### src/rtl/tl_leg_pkg.sv
package tl_leg_pkg;
  typedef enum logic [1:0] {
    ST_POS  = 2'b00,
    ST_ZPOS = 2'b01,
    ST_ZNEG = 2'b10,
    ST_NEG  = 2'b11
  } leg_state_e;

  localparam int GATE_N = 6;
  localparam int G_OUT_HI = 0;
  localparam int G_NTR_HI = 1;
  localparam int G_NTR_LO = 2;
  localparam int G_OUT_LO = 3;
  localparam int G_FST_HI = 4;
  localparam int G_FST_LO = 5;
endpackage

### src/rtl/tl_ref_cmp.sv
module tl_ref_cmp #(
  parameter int REF_W = 12
) (
  input  logic signed [REF_W-1:0] ref_i,
  input  logic        [REF_W-2:0] car_i,
  output logic                    pos_o,
  output logic                    above_o
);
  logic [REF_W-1:0] mag;

  always_comb begin
    pos_o   = !ref_i[REF_W-1];
    mag     = ref_i[REF_W-1] ? REF_W'(-ref_i) : REF_W'(ref_i);
    above_o = mag > {1'b0, car_i};
  end
endmodule

### src/rtl/tl_dead_pair.sv
module tl_dead_pair #(
  parameter int DT_W    = 8,
  parameter bit RST_LVL = 1'b0
) (
  input  logic            clk,
  input  logic            rst_n,
  input  logic            tgt_i,
  input  logic [DT_W-1:0] dead_i,
  output logic            hi_o,
  output logic            lo_o
);
  logic            lvl_q;
  logic [DT_W-1:0] cnt_q;

  always_ff @(posedge clk or negedge rst_n) begin
    if (!rst_n) begin
      lvl_q <= RST_LVL;
      cnt_q <= '0;
      hi_o  <= 1'b0;
      lo_o  <= 1'b0;
    end else if (tgt_i != lvl_q) begin
      lvl_q <= tgt_i;
      if (dead_i == '0) begin
        cnt_q <= '0;
        hi_o  <= tgt_i;
        lo_o  <= !tgt_i;
      end else begin
        cnt_q <= dead_i;
        hi_o  <= 1'b0;
        lo_o  <= 1'b0;
      end
    end else if (cnt_q != '0) begin
      cnt_q <= cnt_q - 1'b1;
      hi_o  <= (cnt_q == DT_W'(1)) && lvl_q;
      lo_o  <= (cnt_q == DT_W'(1)) && !lvl_q;
    end else begin
      hi_o <= lvl_q;
      lo_o <= !lvl_q;
    end
  end
endmodule

### src/rtl/tl_force_zero.sv
module tl_force_zero #(
  parameter int FZ_W = 10
) (
  input  logic            clk,
  input  logic            rst_n,
  input  logic            req_i,
  input  logic [FZ_W-1:0] len_i,
  output logic            act_o
);
  logic [FZ_W-1:0] cnt_q;
  logic            start;

  assign start = req_i && (len_i != '0);
  assign act_o = start || (cnt_q != '0);

  always_ff @(posedge clk or negedge rst_n) begin
    if (!rst_n) begin
      cnt_q <= '0;
    end else if (start) begin
      cnt_q <= len_i - 1'b1;
    end else if (cnt_q != '0) begin
      cnt_q <= cnt_q - 1'b1;
    end
  end
endmodule

### src/rtl/tl_leg_gate_gen.sv
module tl_leg_gate_gen
  import tl_leg_pkg::*;
#(
  parameter int REF_W = 12,
  parameter int DT_W  = 8,
  parameter int FZ_W  = 10
) (
  input  logic                    clk,
  input  logic                    rst_n,
  input  logic signed [REF_W-1:0] ref_i,
  input  logic        [REF_W-2:0] carrier_i,
  input  logic        [DT_W-1:0]  dead_i,
  input  logic                    force_req_i,
  input  logic        [FZ_W-1:0]  force_len_i,
  output logic        [5:0]       gate_o,
  output logic        [1:0]       leg_state_o
);
  logic pos, above, force_act, want_hi;
  logic up_pair, lo_pair, fst_hi, fst_lo;
  leg_state_e state_q;

  tl_ref_cmp #(.REF_W(REF_W)) u_cmp (
    .ref_i(ref_i), .car_i(carrier_i), .pos_o(pos), .above_o(above)
  );

  tl_force_zero #(.FZ_W(FZ_W)) u_force (
    .clk(clk), .rst_n(rst_n), .req_i(force_req_i), .len_i(force_len_i),
    .act_o(force_act)
  );

  // fast-upper on for P and O-, fast-lower on for O+ and N
  always_comb begin
    if (force_act) want_hi = !pos;
    else           want_hi = pos ? above : !above;
  end

  tl_dead_pair #(.DT_W(DT_W), .RST_LVL(1'b1)) u_slow (
    .clk(clk), .rst_n(rst_n), .tgt_i(pos), .dead_i(dead_i),
    .hi_o(up_pair), .lo_o(lo_pair)
  );

  tl_dead_pair #(.DT_W(DT_W), .RST_LVL(1'b0)) u_fast (
    .clk(clk), .rst_n(rst_n), .tgt_i(want_hi), .dead_i(dead_i),
    .hi_o(fst_hi), .lo_o(fst_lo)
  );

  always_ff @(posedge clk or negedge rst_n) begin
    if (!rst_n) state_q <= ST_ZPOS;
    else        state_q <= leg_state_e'({!pos, !want_hi});
  end

  always_comb begin
    gate_o           = '0;
    gate_o[G_OUT_HI] = up_pair;
    gate_o[G_NTR_LO] = up_pair;
    gate_o[G_NTR_HI] = lo_pair;
    gate_o[G_OUT_LO] = lo_pair;
    gate_o[G_FST_HI] = fst_hi;
    gate_o[G_FST_LO] = fst_lo;
  end

  assign leg_state_o = state_q;
endmodule

### config.mk
export PLATFORM = sky130hd
export DESIGN_NAME = tl_leg_gate_gen
export DESIGN_NICKNAME = d
export VERILOG_FILES = /design/src/rtl/tl_leg_pkg.sv /design/src/rtl/tl_ref_cmp.sv /design/src/rtl/tl_dead_pair.sv /design/src/rtl/tl_force_zero.sv /design/src/rtl/tl_leg_gate_gen.sv
export SDC_FILE = /design/constraint.sdc
export NUM_CORES = 1
export LEC_CHECK = 0
export BUFFER_PORTS_ARGS = -buffer_cell sky130_fd_sc_hd__buf_2
export CORE_MARGIN = 2
export CORE_UTILIZATION = 58
export CTS_BUF_LIST = sky130_fd_sc_hd__clkbuf_2
export DETAILED_ROUTE_END_ITERATION = 7
export PLACE_DENSITY = 0.83
export SYNTH_ARGS = -nofsm -noshare
export SYNTH_HDL_FRONTEND = slang
export SYNTH_HIERARCHICAL = 1
export SYNTH_SLANG_ARGS = --single-unit
### constraint.sdc
create_clock -name clk -period 2.9 [get_ports clk]
set_input_delay 0.29 -clock clk [delete_from_list [all_inputs] [get_ports clk]]
set_output_delay 0.29 -clock clk [all_outputs]
set_load 0.02 [all_outputs]
Word level (Yosys, flattened, before mapping)
Cells that the tools add are included.
{"block": "word_totals", "regBits": 34, "out_inout_bits": 8, "word_cells": 61, "in_bits": 44}
{"block": "op_classes", "n_eq_ne": 4, "reduce_logical": 19, "n_addsub": 5, "order_cmp": 1, "mux": 22}
{"cell": "$mux 8", "count": 5}
{"cell": "$mux 10", "count": 2}
{"cell": "$reduce_bool 10->1", "count": 2}
{"cell": "$sub 10x1->10 const B", "count": 2}
{"cell": "$eq 8x1->1 const B", "count": 2}
{"cell": "$reduce_bool 8->1", "count": 2}
{"cell": "$sub 8x1->8 const B", "count": 2}
{"cell": "$mux 1", "count": 14}
{"cell": "$gt 12x11->1", "count": 1}
{"cell": "$mux 12", "count": 1}
{"cell": "$neg 12->12", "count": 1}
{"cell": "$logic_not 8->1", "count": 1}
{"cell": "$reduce_bool 2->1", "count": 3}
{"cell": "$logic_and 1x1->1", "count": 5}
{"cell": "$logic_not 1->1", "count": 5}
{"cell": "$ne 1x1->1", "count": 2}
{"cell": "$logic_or 1x1->1", "count": 1}

Logic depth before layout (Yosys ltp)
Gate-level depths: netlist (run 1).
{"block": "logic_depth", "depth_word": 9, "depth_mapped": 17, "ltp_nobuf": 16}

By module
Netlist (run 1), hierarchy kept.
{"module": "tl_force_zero", "area_per_inst_um2": 716.9, "cells_per_inst": 77, "instances": 1}
{"module": "tl_dead_pair (u_slow)", "area_per_inst_um2": 648.1, "cells_per_inst": 64, "instances": 1}
{"module": "tl_dead_pair (u_fast)", "area_per_inst_um2": 646.9, "cells_per_inst": 64, "instances": 1}
{"module": "tl_ref_cmp", "area_per_inst_um2": 515.5, "cells_per_inst": 73, "instances": 1}
{"module": "tl_leg_gate_gen", "area_per_inst_um2": 131.4, "cells_per_inst": 12, "instances": 1}

Worst setup path after synthesis (run 1)
Ideal clock, no wire load.
{"block": "synth_timing", "path_kind": "in2reg", "startpoint": "input port ref_i[0]", "endpoint": "register u_fast.cnt_q[5]", "n_path_buf": 1, "path_stages": 17, "required_ns": 2.805, "arrival_ns": 3.465, "setup_slack_ns": -0.660, "cell_sequence": "inv_1 -> ha_1 -> nand2b_4 -> or4b_4 -> o41ai_2 -> xnor2_1 -> ha_1 -> nand3_1 -> nor3_1 -> a211oi_1 -> o22ai_1 -> nand2b_4 -> xnor2_1 -> xor2_1 -> clkbuf_1 -> nand2_1 -> o31ai_1"}
{"block": "synth_via", "elab_chain_len": 8, "elab_cells_between_ends": 9, "classes_between": "add/sub (1); order compare (1); eq/ne (1); mux (4); reduce/logical (2)"}
{"item": "start: declaration", "line_no": "tl_leg_gate_gen.sv:10", "text": "input logic signed [REF_W-1:0] ref_i,"}
{"item": "$neg 12->12", "line_no": "tl_ref_cmp.sv:13", "text": "mag = ref_i[REF_W-1] ? REF_W'(-ref_i) : REF_W'(ref_i);"}
{"item": "$mux 12 (*)", "line_no": "tl_ref_cmp.sv:13"}
{"item": "$gt 12x11->1 (*)", "line_no": "tl_ref_cmp.sv:14", "text": "above_o = mag > {1'b0, car_i};"}
{"item": "via above", "line_no": "tl_leg_gate_gen.sv:18", "text": "logic pos, above, force_act, want_hi;"}
{"item": "$logic_not 1->1", "line_no": "tl_leg_gate_gen.sv:34", "text": "else want_hi = pos ? above : !above;"}
{"item": "$mux 1 (*)", "line_no": "tl_leg_gate_gen.sv:34"}
{"item": "$mux 1 (*)", "line_no": "tl_leg_gate_gen.sv:33", "text": "if (force_act) want_hi = !pos;"}
{"item": "via want_hi", "line_no": "tl_leg_gate_gen.sv:18"}
{"item": "$ne 1x1->1 (*)", "line_no": "tl_dead_pair.sv:21", "text": "end else if (tgt_i != lvl_q) begin"}
{"item": "$mux 8 / $reduce_bool 2->1 (equally long branches)"}
{"item": "end signal: assignment", "line_no": "tl_dead_pair.sv:28", "text": "cnt_q <= dead_i;"}
{"item": "end signal: assignment", "line_no": "tl_dead_pair.sv:33", "text": "cnt_q <= cnt_q - 1'b1;"}
{"item": "end: declaration", "line_no": "tl_dead_pair.sv:13", "text": "logic [DT_W-1:0] cnt_q;"}
Mark *: on every way through the listed nets, which the timed path passes. The rest lies on a longest branch.
A chain may end at the register's enable or synchronous reset.

Worst setup path after layout (run 1)
{"block": "layout_timing", "startpoint": "input port ref_i[0]", "endpoint": "register u_fast.cnt_q[2]"}
The elaborated chain is that of the path after synthesis.

==> results of run 1 <==
[report_power, final]
| part | switching [W] | internal (W) | leakage (nW) | total (W) |
|---|---|---|---|---|
| registers | 0.0000844 | 0.000556 | 0.411 | 0.000641 |
| logic | 0.000300 | 0.000276 | 1.09 | 0.000576 |
| clock network | 0.000167 | 0.000145 | 0.0352 | 0.000312 |
| total | 0.000552 | 0.000977 | 1.54 | 0.00153 |
[cells in the mapped netlist, types with 5 or more instances]
cell type / number / area share [%]
o21ai_1: 13 / 2.4
mux2_2: 5 / 2.1
o31ai_1: 8 / 2.3
nor2b_1: 7 / 1.6
clkbuf_1: 6 / 0.85
buf_4: 6 / 1.7
a22oi_1: 6 / 1.7
nor2_1: 15 / 2.1
inv_1: 25 / 3.5
dfrtp_1: 32 / 30
mux2i_1: 10 / 3.8
nand3_1: 6 / 1.1
ha_1: 17 / 8.0
nor3_1: 13 / 2.4
nand2_1: 22 / 3.1
a21oi_1: 12 / 2.3
xnor2_1: 18 / 5.9
[area by class of cell]
type | count | area [um2]
tap | 52 | 65.1
clock buffer | 5 | 25.0
inverter | 27 | 119
fill | 324 | 1110
timing repair buffer | 72 | 439
clock inverter | 3 | 45.0
multi-input combinational | 212 | 1730
sequential | 34 | 853
[path summary, 6_finish.rpt]
| check | start | to | slack (ps) | cells after the start |
|---|---|---|---|---|
| worst max-delay path | ref_i[0] | u_fast/cnt_q[2] | -130 | 15 |
| worst min-delay path | dead_i[6] | u_fast/cnt_q[6] | 140 | 3 |
| worst max register to register | u_force/cnt_q[7] | u_fast/cnt_q[2] | 610 | 8 |
| worst min register to register | u_force/cnt_q[9] | u_force/cnt_q[9] | 560 | 2 |
| max in group asynchronous | rst_n | leg_state_o[1] | 1930 | 2 |
| min in group asynchronous | rst_n | u_slow/cnt_q[2] | 480 | 2 |
[timing repair]
action                                 4_1_cts  5_1_grt
cloned                                       0        1
pin swaps                                    9        0
setup endpoints to repair                    8        9
gates resized for setup                     12        6
hold buffers                                 1        0
buffers inserted                             2        1
endpoints found under the hold margin       32        0
[per-layer routing]
layer  wire (um)  vias up
met3         336        9
met2        2830       65
met5           0        -
met1        2490     1086
li1            -     1154
met4          74        0
[layout by cell type (no fill, tap or decap), types with 6 or more instances in the layout]
cell type,netlist,final
mux2i_1,10,10
nor2b_1,7,7
buf_4,6,19
o21ai_1,13,12
nor2_1,15,15
xnor2_1,18,17
dfrtp_1,32,32
o31ai_1,8,7
nand2_1,22,20
a21oi_1,12,12
buf_2,2,49
inv_1,25,23
ha_1,17,16
a22oi_1,6,6
nor3_1,13,11
[per-stage QoR]
step                      hold WS [ps]  area, um2
after floorplan                  -5.59       2770
after global placement             384       3090
after detailed placement           398       3090
after CTS                          113       3240
after global routing              93.5       3280
final                              138       3280
[state kept, by name (all words and copies together) (netlist names)]
name,cells
u_force/cnt_q,10
u_fast/lvl_q,1
u_slow/cnt_q,8
u_slow/lvl_q,1
leg_state_o,2
u_slow/lo_o,1
u_fast/hi_o,1
u_slow/hi_o,1
u_fast/lo_o,1
u_fast/cnt_q,8
[critical path, stage by stage]
cell	delay, ps
buf_8	100
inv_6	50
ha_4	130
nand2b_4	50
or4b_4	540
o41ai_4	230
xnor2_1	100
ha_1	340
nand3_4	110
nor4_1	410
o22ai_2	150
nand2b_4	120
xnor2_4	140
xor2_4	250
mux2_4	320
[cell families (layout without fill, tap and decap cells)]
family | count (synthesis) | after routing | synth area share, %
simple gates | 100 | 100 | 23.8
mux | 15 | 15 | 5.88
buf+inv | 44 | 107 | 7.76
xor+xnor | 22 | 22 | 7.25
flops | 34 | 34 | 32.1
fa+ha+maj | 17 | 17 | 8.00
compound gates | 58 | 58 | 15.2
==> results by group, run 1 <==
Clocking
  • Total CTS buffers: 5
  • H-tree levels: 2
  • Clk_lat worst skew: 390 ps
  • Clock sinks: 34
  • Root Driver: clkbuf_2
  • CTS clk-pin slew, worst paths: 190 ps
  • Worst-case clock buffer depth: 2
  • CTS tree: built

Yosys
  • Gate Count Post-Synth: 290
  • Syn_nets: 351
  • Avg Inst Size Synth: 9.17 um2
  • Synthesis Warnings: 6
  • Main synth FF type: dfrtp_1
  • Sequential share of the synthesized area: 32.1%
  • FFs w/ async S/R, synth: 100%
  • Yosys reg bits: 34
  • Post-synth EDFFs: 0
  • Synth Cell Area: 0.00266 mm2
  • Netlist cell types: 53

STA
  • Setup TNS: -703 ps
  • Slew headroom: 49.4%
  • Slew @ Worst Pin: 759 ps
  • Final Skew: 23.9 ps
  • # setup viols final: 8
  • RSZ-0062 raised after global routing: yes
  • Tcrit/Tclk final: 104%
  • Fin. max-slew vios: 0
  • Setup ws final: -126 ps
  • Minimum clock period: 3030 ps
  • Final Hold Fails: 0
  • Max Freq: 330 MHz

Placement
  • Dpl hpwl: 4360 um
  • Buffers on Ports: 51
  • Placed instance count: 392
  • Pre-CTS setup slack: -658 ps
  • Routability cong.: 0.892

Hold path
  • HP Class: primary input to flip-flop

Finish
  • Final Net Count: 413
  • # diodes: 0
  • Final core occ: 74.7%
  • Final cell count without fillers: 405
  • Layout cell share with drive strength beyond 1: 36.0%
  • Area Growth Syn to Fin: 23.2%

Floorplan
  • Initial Util: 60.6%
  • DIE WIDTH: 71.7 um
  • Rows: 24
  • Die height: 71.7 um
  • Core outline area: 0.00438 mm2
  • Die area: 0.00514 mm2
  • IO Count: 52

Setup path
  • Crit Path Category: primary input to flip-flop
  • Worst Setup End Kind: flip-flop
  • Crit path arrival time: 3330 ps
  • Startpoint type of the worst setup path: primary input
  • Max FO, Critical Path: 4
  • Critical Path RT: 3200 ps

Pwr
  • Power Total: 0.00153 W
  • Power Density: 466 mW/mm2
  • LEAKAGE: 1.54 nW
  • Max IR drop VDD: 315 uV

Routing
  • WL/cell: 14.2 um
  • Vias: 2314
  • Initial drt markers: 134
  • Vias per inst: 5.71
  • DRT antenna net count: 0
  • Final wirelength: 5730 um
  • First-pass iteration count of the detailed router: 4
  • Post-route DRC: 0

Global routing
  • Overall global routing resource usage: 23.1%
  • Met2 GRT Util: 39.9%
  • Vias in the first global route: 2207
  • M3 GR Usage: 4.50%
  • GRT overflow: 0
  • Met1 Use GR: 29.2%
  • Initial antenna violation count: 0
  • GR peak layer: met2
  • Global-route wire length before repair: 9380 um
  • Largest net degree at the start of global routing: 35

Outcome
  • Failing checks: setup timing
  • Outcome: finished, violations left

Job
  • Maximum capacitance violations: 0
(Power assumes the default switching activity.)
==> run 2: changes to the inputs <==
RECOVER_POWER = 100   (was unset)
TNS_END_PERCENT = 20   (was unset)
==> results by group, run 2 (synthesis results as in run 1) <==
STA
  • Final Skew: 26.3 ps (+2.37 ps)
  • Final Hold Fails: 0 (unchanged)
  • Max Freq: 330 MHz (-0.20%)
  • Minimum clock period: 3030 ps (+6.04 ps)
  • # setup viols final: 8 (unchanged)
  • Tcrit/Tclk final: 105% (+0.21 points)
  • Setup ws final: -132 ps (-6.04 ps)
  • Slew headroom: -21.4% (-71 points)
  • Slew @ Worst Pin: 1820 ps (+1060 ps)
  • RSZ-0062 raised after global routing: yes
  • Fin. max-slew vios: 35 (+35)

Finish
  • # diodes: 0 (unchanged)
  • Top reg by flops: u_force/cnt_q
  • Largest regs: u_force/cnt_q (10), u_fast/cnt_q (8), u_slow/cnt_q (8)
  • Commonest non-fill, non-tap cell in the layout: buf_2
  • Post-route cell area: 0.00317 mm2 (-3.2%)
  • # fillers: 337 (+4.0%)
  • Layout cell share with drive strength beyond 1: 29.5% (-6.5 points)
  • Final Net Count: 413 (unchanged)
  • Most frequent cells in the layout: buf_2 (39), dfrtp_1 (32), inv_1 (23)
  • Max FFs per register: 10 (unchanged)
  • Final core occ: 72.3% (-2.4 points)
  • Area Growth Syn to Fin: 19.3%

Pwr
  • Seq pwr share: 43.1% (+1.2 points)
  • Internal Power: 0.000961 W (-1.6%)
  • Power Density: 465 mW/mm2 (-0.25%)
  • Switching pwr: 0.000515 W (-6.7%)
  • Sw Share: 34.9% (-1.2 points)
  • Power share of the combinational group: 36.4% (-1.3 points)
  • LEAKAGE: 1.44 nW (-6.2%)
  • Max IR drop VDD: 313 uV (-0.87%)
  • Clk pwr share: 20.5% (about the same)

Routing
  • Post-route DRC: 0 (unchanged)
  • Vias: 2282 (-1.4%)
  • First-pass iteration count of the detailed router: 4 (unchanged)
  • DRT antenna net count: 0 (unchanged)
  • Initial drt markers: 134 (unchanged)
  • WL/cell: 13.9 um (-2.0%)
  • Final wirelength: 5620 um (-2.0%)
  • Vias per inst: 5.63 (-1.4%)

Setup path
  • Critical Path RT: 3200 ps (about the same)
  • Worst Setup End Kind: flip-flop
  • Crit path arrival time: 3330 ps (about the same)
  • Slowest CP cell: or4b_4
  • Crit Path Category: primary input to flip-flop
  • Slowest stage delay, CP: 550 ps (about the same)
  • Startpoint type of the worst setup path: primary input
  • Buf/Inv on CP: 4 (+2)
  • Crit path cell chain: buf_8 > inv_6 > ha_4 > nand2b_4 > or4b_4 > o41ai_4 > xnor2_1 > ha_1 > buf_4 > inv_1 > o221ai_2 > a211oi_2 > o22ai_2 > nand2b_4 > xnor2_4 > xor2_4 > mux2_4
  • Delay-heaviest family, CP: simple AND/OR/NAND/NOR gates
  • Critical Path Most Common Cell: nand2b_4
  • Max FO, Critical Path: 3 (-1)

Floorplan
  • Rows: 24 (unchanged)
  • Initial Util: 60.6% (unchanged)
  • DIE WIDTH: 71.7 um (unchanged)
  • IO Count: 52 (unchanged)
  • Die area: 0.00514 mm2 (unchanged)
  • Core outline area: 0.00438 mm2 (unchanged)
  • Die height: 71.7 um (unchanged)

Global routing
  • Initial antenna violation count: 0 (unchanged)
  • Largest net degree at the start of global routing: 35 (unchanged)
  • GRT overflow: 0 (unchanged)
  • Overall global routing resource usage: 23.8% (+0.72 points)
  • Vias in the first global route: 2232 (+1.1%)
  • Global-route wire length before repair: 9650 um (+2.8%)

Outcome
  • Failing checks: capacitance limit, slew limit, setup timing
  • Outcome: finished, violations left

Placement
  • Area post-placement: 0.00311 mm2 (+0.49%)
  • Dpl hpwl: 4500 um (+3.0%)
  • Routability cong.: 0.883 (-1.0%)
  • Pre-CTS setup slack: -698 ps (-39.4 ps)
  • Buffers on Ports: 51 (unchanged)

Clocking
  • CTS tree: built
  • Clk_lat worst skew: 380 ps (about the same)
  • Total CTS buffers: 5 (unchanged)
  • Worst-case clock buffer depth: 2 (unchanged)
  • Root Driver: clkbuf_2
  • CTS clk-pin slew, worst paths: 180 ps (about the same)
  • H-tree levels: 2 (unchanged)
  • Clock sinks: 34 (unchanged)

Hold path
  • HP Class: primary input to flip-flop

Job
  • Maximum capacitance violations: 1 (+1)
-- run 2: cell count changes in the layout (fill, tap and decap cells not counted), moves of 2 or more --
cell	before	now
clkbuf_1	0	12
buf_2	49	39
o21ai_0	3	7
o21ai_1	12	9
buf_4	19	17
clkinvlp_4	2	0
nand2_1	20	22
nand2_2	2	0
or4_1	4	6
or4_4	4	2
-- run 2: stage by stage --
step | total power, W | std cells | setup TNS, ps | hold WS (ps)
2_1_floorplan | 0.00103 | 290 | -2610 | -5.59
3_3_place_gp | 0.00116 | 394 | -5190 | 386
3_5_place_dp | 0.00119 | 394 | -6470 | 401
4_1_cts | 0.00151 | 405 | -360 | 109
5_1_grt | 0.00158 | 405 | -1450 | 113
6_report | 0.00148 | 405 | -726 | 134
-- run 2: final timing paths --
| kind | startpoint | to | slack, ps | cells after the start |
|---|---|---|---|---|
| setup reg to reg | u_force/cnt_q[7] | u_fast/cnt_q[1] | 640 | 8 |
| setup / recovery | ref_i[0] | u_fast/cnt_q[1] | -130 | 17 |
| min in group asynchronous | rst_n | u_slow/lo_o | 910 | 2 |
| hold reg to reg | u_force/cnt_q[9] | u_force/cnt_q[9] | 560 | 2 |
| max in group asynchronous | rst_n | u_force/cnt_q[6] | 930 | 2 |
| hold / removal | dead_i[7] | u_slow/cnt_q[7] | 130 | 3 |
-- run 2: power groups by stage --
stage	Clock, W	Sequential (W)	Combinational [W]
2_1_floorplan	0	0.000632	0.000401
3_3_place_gp	0	0.000642	0.000517
3_5_place_dp	0	0.000648	0.000540
4_1_cts	0.000312	0.000639	0.000559
5_1_grt	0.000330	0.000652	0.000601
6_report	0.000302	0.000636	0.000538
-- run 2: layer usage --
layer | wire length (um) | vias up | global-route usage (%)
li1 | - | 1147 | -
met1 | 2420 | 1057 | 29.2
met2 | 2800 | 72 | 42.2
met3 | 295 | 6 | 3.80
met4 | 92 | 0 | 8.81
met5 | 0 | - | 0
-- run 2: what timing repair did --
action / CTS / global route
setup endpoints to repair: 8 / 8
hold endpoints to repair: 32 / 0
pin swaps: 11 / 0
resized for setup: 10 / 1
hold buffers: 1 / 0
setup buffers: 2 / 0
-- run 2: layout make-up --
cell class / instances / area (um2) / area share (%)
Multi-Input combinational cell: 212 / 1660 / 52.2
Clock buffer: 6 / 30.0 / 0.947
Clock inverter: 2 / 33.8 / 1.07
Inverter: 27 / 119 / 3.75
Sequential cell: 34 / 853 / 26.9
Timing Repair Buffer: 72 / 415 / 13.1
Tap cell: 52 / 65.1 / 2.05
-- run 2: tightest hold or removal path: stages --
cell and delay (ps):
buf_2 110, nand2_1 50, o21ai_0 60
==> run 3: changes to the inputs <==
CORE_UTILIZATION = 52   (was 58)
PLACE_DENSITY = 0.79   (was 0.83)
TNS_END_PERCENT = unset   (was 20)
clock period = 2.7 ns   (was 2.9 ns; I/O delays follow)
==> results by group, run 3 (synthesis results as in run 1) <==
Pwr
  • LEAKAGE: 1.52 nW (+5.8%)
  • Sw Share: 34.0% (-0.84 points)
  • Internal Power: 0.00113 W (+18%)
  • Seq pwr share: 40.1% (-3.0 points)
  • Switching pwr: 0.000586 W (+14%)
  • Power Density: 517 mW/mm2 (+11%)
  • Clk pwr share: 24.7% (+4.2 points)
  • Power share of the combinational group: 35.3% (-1.1 points)
  • Max IR drop VDD: 245 uV (-22%)
  • Power Total: 0.00172 W (+17%)

Clocking
  • H-tree levels: 2 (unchanged)
  • CTS clk-pin slew, worst paths: 180 ps (about the same)
  • Total CTS buffers: 5 (unchanged)
  • Clk_lat worst skew: 370 ps (about the same)
  • Clock sinks: 34 (unchanged)
  • Root Driver: clkbuf_2
  • CTS tree: built
  • Worst-case clock buffer depth: 2 (unchanged)

Floorplan
  • Die height: 75.5 um (+5.3%)
  • DIE WIDTH: 75.5 um (+5.3%)
  • Initial Util: 53.1% (-7.6 points)
  • Die area: 0.00570 mm2 (+11%)
  • Core outline area: 0.00501 mm2 (+14%)
  • Rows: 26 (+8.3%)
  • IO Count: 52 (unchanged)

Finish
  • Final Net Count: 417 (+0.97%)
  • # fillers: 439 (+30%)
  • # diodes: 0 (unchanged)
  • Most frequent cells in the layout: buf_2 (39), dfrtp_1 (32), inv_1 (23)
  • Final core occ: 66.4% (-5.9 points)
  • Commonest non-fill, non-tap cell in the layout: buf_2
  • Max FFs per register: 10 (unchanged)
  • Largest regs: u_force/cnt_q (10), u_fast/cnt_q (8), u_slow/cnt_q (8)
  • Top reg by flops: u_force/cnt_q
  • Layout cell share with drive strength beyond 1: 32.8% (+3.3 points)
  • Area Growth Syn to Fin: 25.2%
  • Post-route cell area: 0.00333 mm2 (+4.9%)

STA
  • Final Skew: 10.5 ps (-15.7 ps)
  • Final Hold Fails: 0 (unchanged)
  • # setup viols final: 9 (+1)
  • Setup TNS: -2170 ps (-1450 ps)
  • Fin. max-slew vios: 35 (unchanged)
  • Setup ws final: -320 ps (-188 ps)
  • RSZ-0062 raised after global routing: yes
  • Minimum clock period: 3020 ps
  • Slew headroom: -21.1% (+0.29 points)
  • Max Freq: 331 MHz
  • Slew @ Worst Pin: 1820 ps (-4.35 ps)
  • Tcrit/Tclk final: 112%

Routing
  • Initial drt markers: 127 (-5.2%)
  • Post-route DRC: 0 (unchanged)
  • Met2 wire len: 2970 um (+5.8%)
  • Vias: 2293 (+0.48%)
  • Uppermost routed layer: met4
  • First-pass iteration count of the detailed router: 4 (unchanged)
  • Met3 WL: 166 um (-44%)
  • Met1 wire length: 2540 um (+4.7%)
  • WL/cell: 13.4 um (-3.4%)
  • Vias per inst: 5.37 (-4.7%)
  • DRT antenna net count: 0 (unchanged)
  • Final wirelength: 5720 um (+1.8%)

Placement
  • Buffers on Ports: 51 (unchanged)
  • Dpl hpwl: 4440 um (-1.2%)
  • Routability cong.: 0.900 (+2.0%)
  • Pre-CTS setup slack: -911 ps (-214 ps)
  • Area post-placement: 0.00314 mm2 (+1.2%)

Setup path
  • Worst Setup End Kind: flip-flop
  • Critical Path RT: 2980 ps (-220 ps)
  • Crit Path Category: primary input to flip-flop
  • Worst reg2reg setup slack: 450 ps (-190 ps)
  • Startpoint type of the worst setup path: primary input
  • Crit path arrival time: 3300 ps (-30 ps)
  • Max FO, Critical Path: 4 (+1)

Outcome
  • Failing checks: capacitance limit, slew limit, setup timing
  • Outcome: finished, violations left

Global routing
  • Initial antenna violation count: 0 (unchanged)
  • Overall global routing resource usage: 20.9% (-2.9 points)
  • GRT overflow: 0 (unchanged)
  • Largest net degree at the start of global routing: 35 (unchanged)
  • Vias in the first global route: 2154 (-3.5%)
  • Global-route wire length before repair: 9180 um (-4.9%)

Hold path
  • HP Class: primary input to flip-flop

Job
  • Maximum capacitance violations: 1 (unchanged)
==> run 3: path summary, 6_finish.rpt <==
kind / from / end / cells past startpoint
max in group asynchronous: rst_n / u_force/cnt_q[1] / 2
max: ref_i[0] / u_fast/cnt_q[2] / 16
min reg2reg: u_force/cnt_q[9] / u_force/cnt_q[9] / 2
max reg2reg: u_force/cnt_q[7] / u_fast/cnt_q[2] / 8
min: dead_i[4] / u_fast/cnt_q[4] / 3
min in group asynchronous: rst_n / u_fast/cnt_q[0] / 2
==> run 3: layout make-up <==
class / count / area, um2 / area share, %
flip-flops and latches: 34 / 853 / 25.6
well taps: 70 / 87.6 / 2.63
multi-input cells: 212 / 1730 / 52.0
inverters: 27 / 119 / 3.57
clock buffers: 5 / 25.0 / 0.752
repair buffers: 76 / 449 / 13.5
clock inverters: 3 / 63.8 / 1.92
==> run 3: repair_timing <==
item,in CTS,in global routing
resized for setup,8,5
endpoints found under the setup margin,11,11
hold buffers,1,0
pin swaps,9,5
endpoints found under the hold margin,32,0
setup buffers,2,2
==> run 3: stage by stage <==
| step | instances | hold WS [ps] |
|---|---|---|
| after global routing | 427 | 98.2 |
| after CTS | 425 | 113 |
| after global placement | 414 | 377 |
| final | 427 | 131 |
| after floorplan | 290 | -25.6 |
| after detailed placement | 414 | 387 |
==> run 3: power groups by stage <==
stage / Combinational [W] / Sequential, W / Clock, W
after global routing: 0.000678 / 0.000705 / 0.000455
final: 0.000607 / 0.000689 / 0.000424
after floorplan: 0.000431 / 0.000678 / 0
after CTS: 0.000597 / 0.000687 / 0.000437
after detailed placement: 0.000581 / 0.000697 / 0
after global placement: 0.000555 / 0.000690 / 0
==> run 3: critical path, stage by stage <==
cell and delay [ps]:
buf_8 100, inv_6 50, ha_4 140, nand2b_4 50, or4b_4 540, o41ai_4 240
xnor2_1 110, ha_1 340, nand3_4 120, o221ai_4 190, a211oi_2 70, o22ai_2 200
nand2b_4 100, xnor2_4 230, xor2_4 220, mux2_4 310
==> run 3: layer usage <==
metal  global-route usage [%]  vias up
met5                        0        -
met1                     25.8     1078
met2                     36.1       45
li1                         -     1164
met3                     4.63        6
met4                     7.41        0
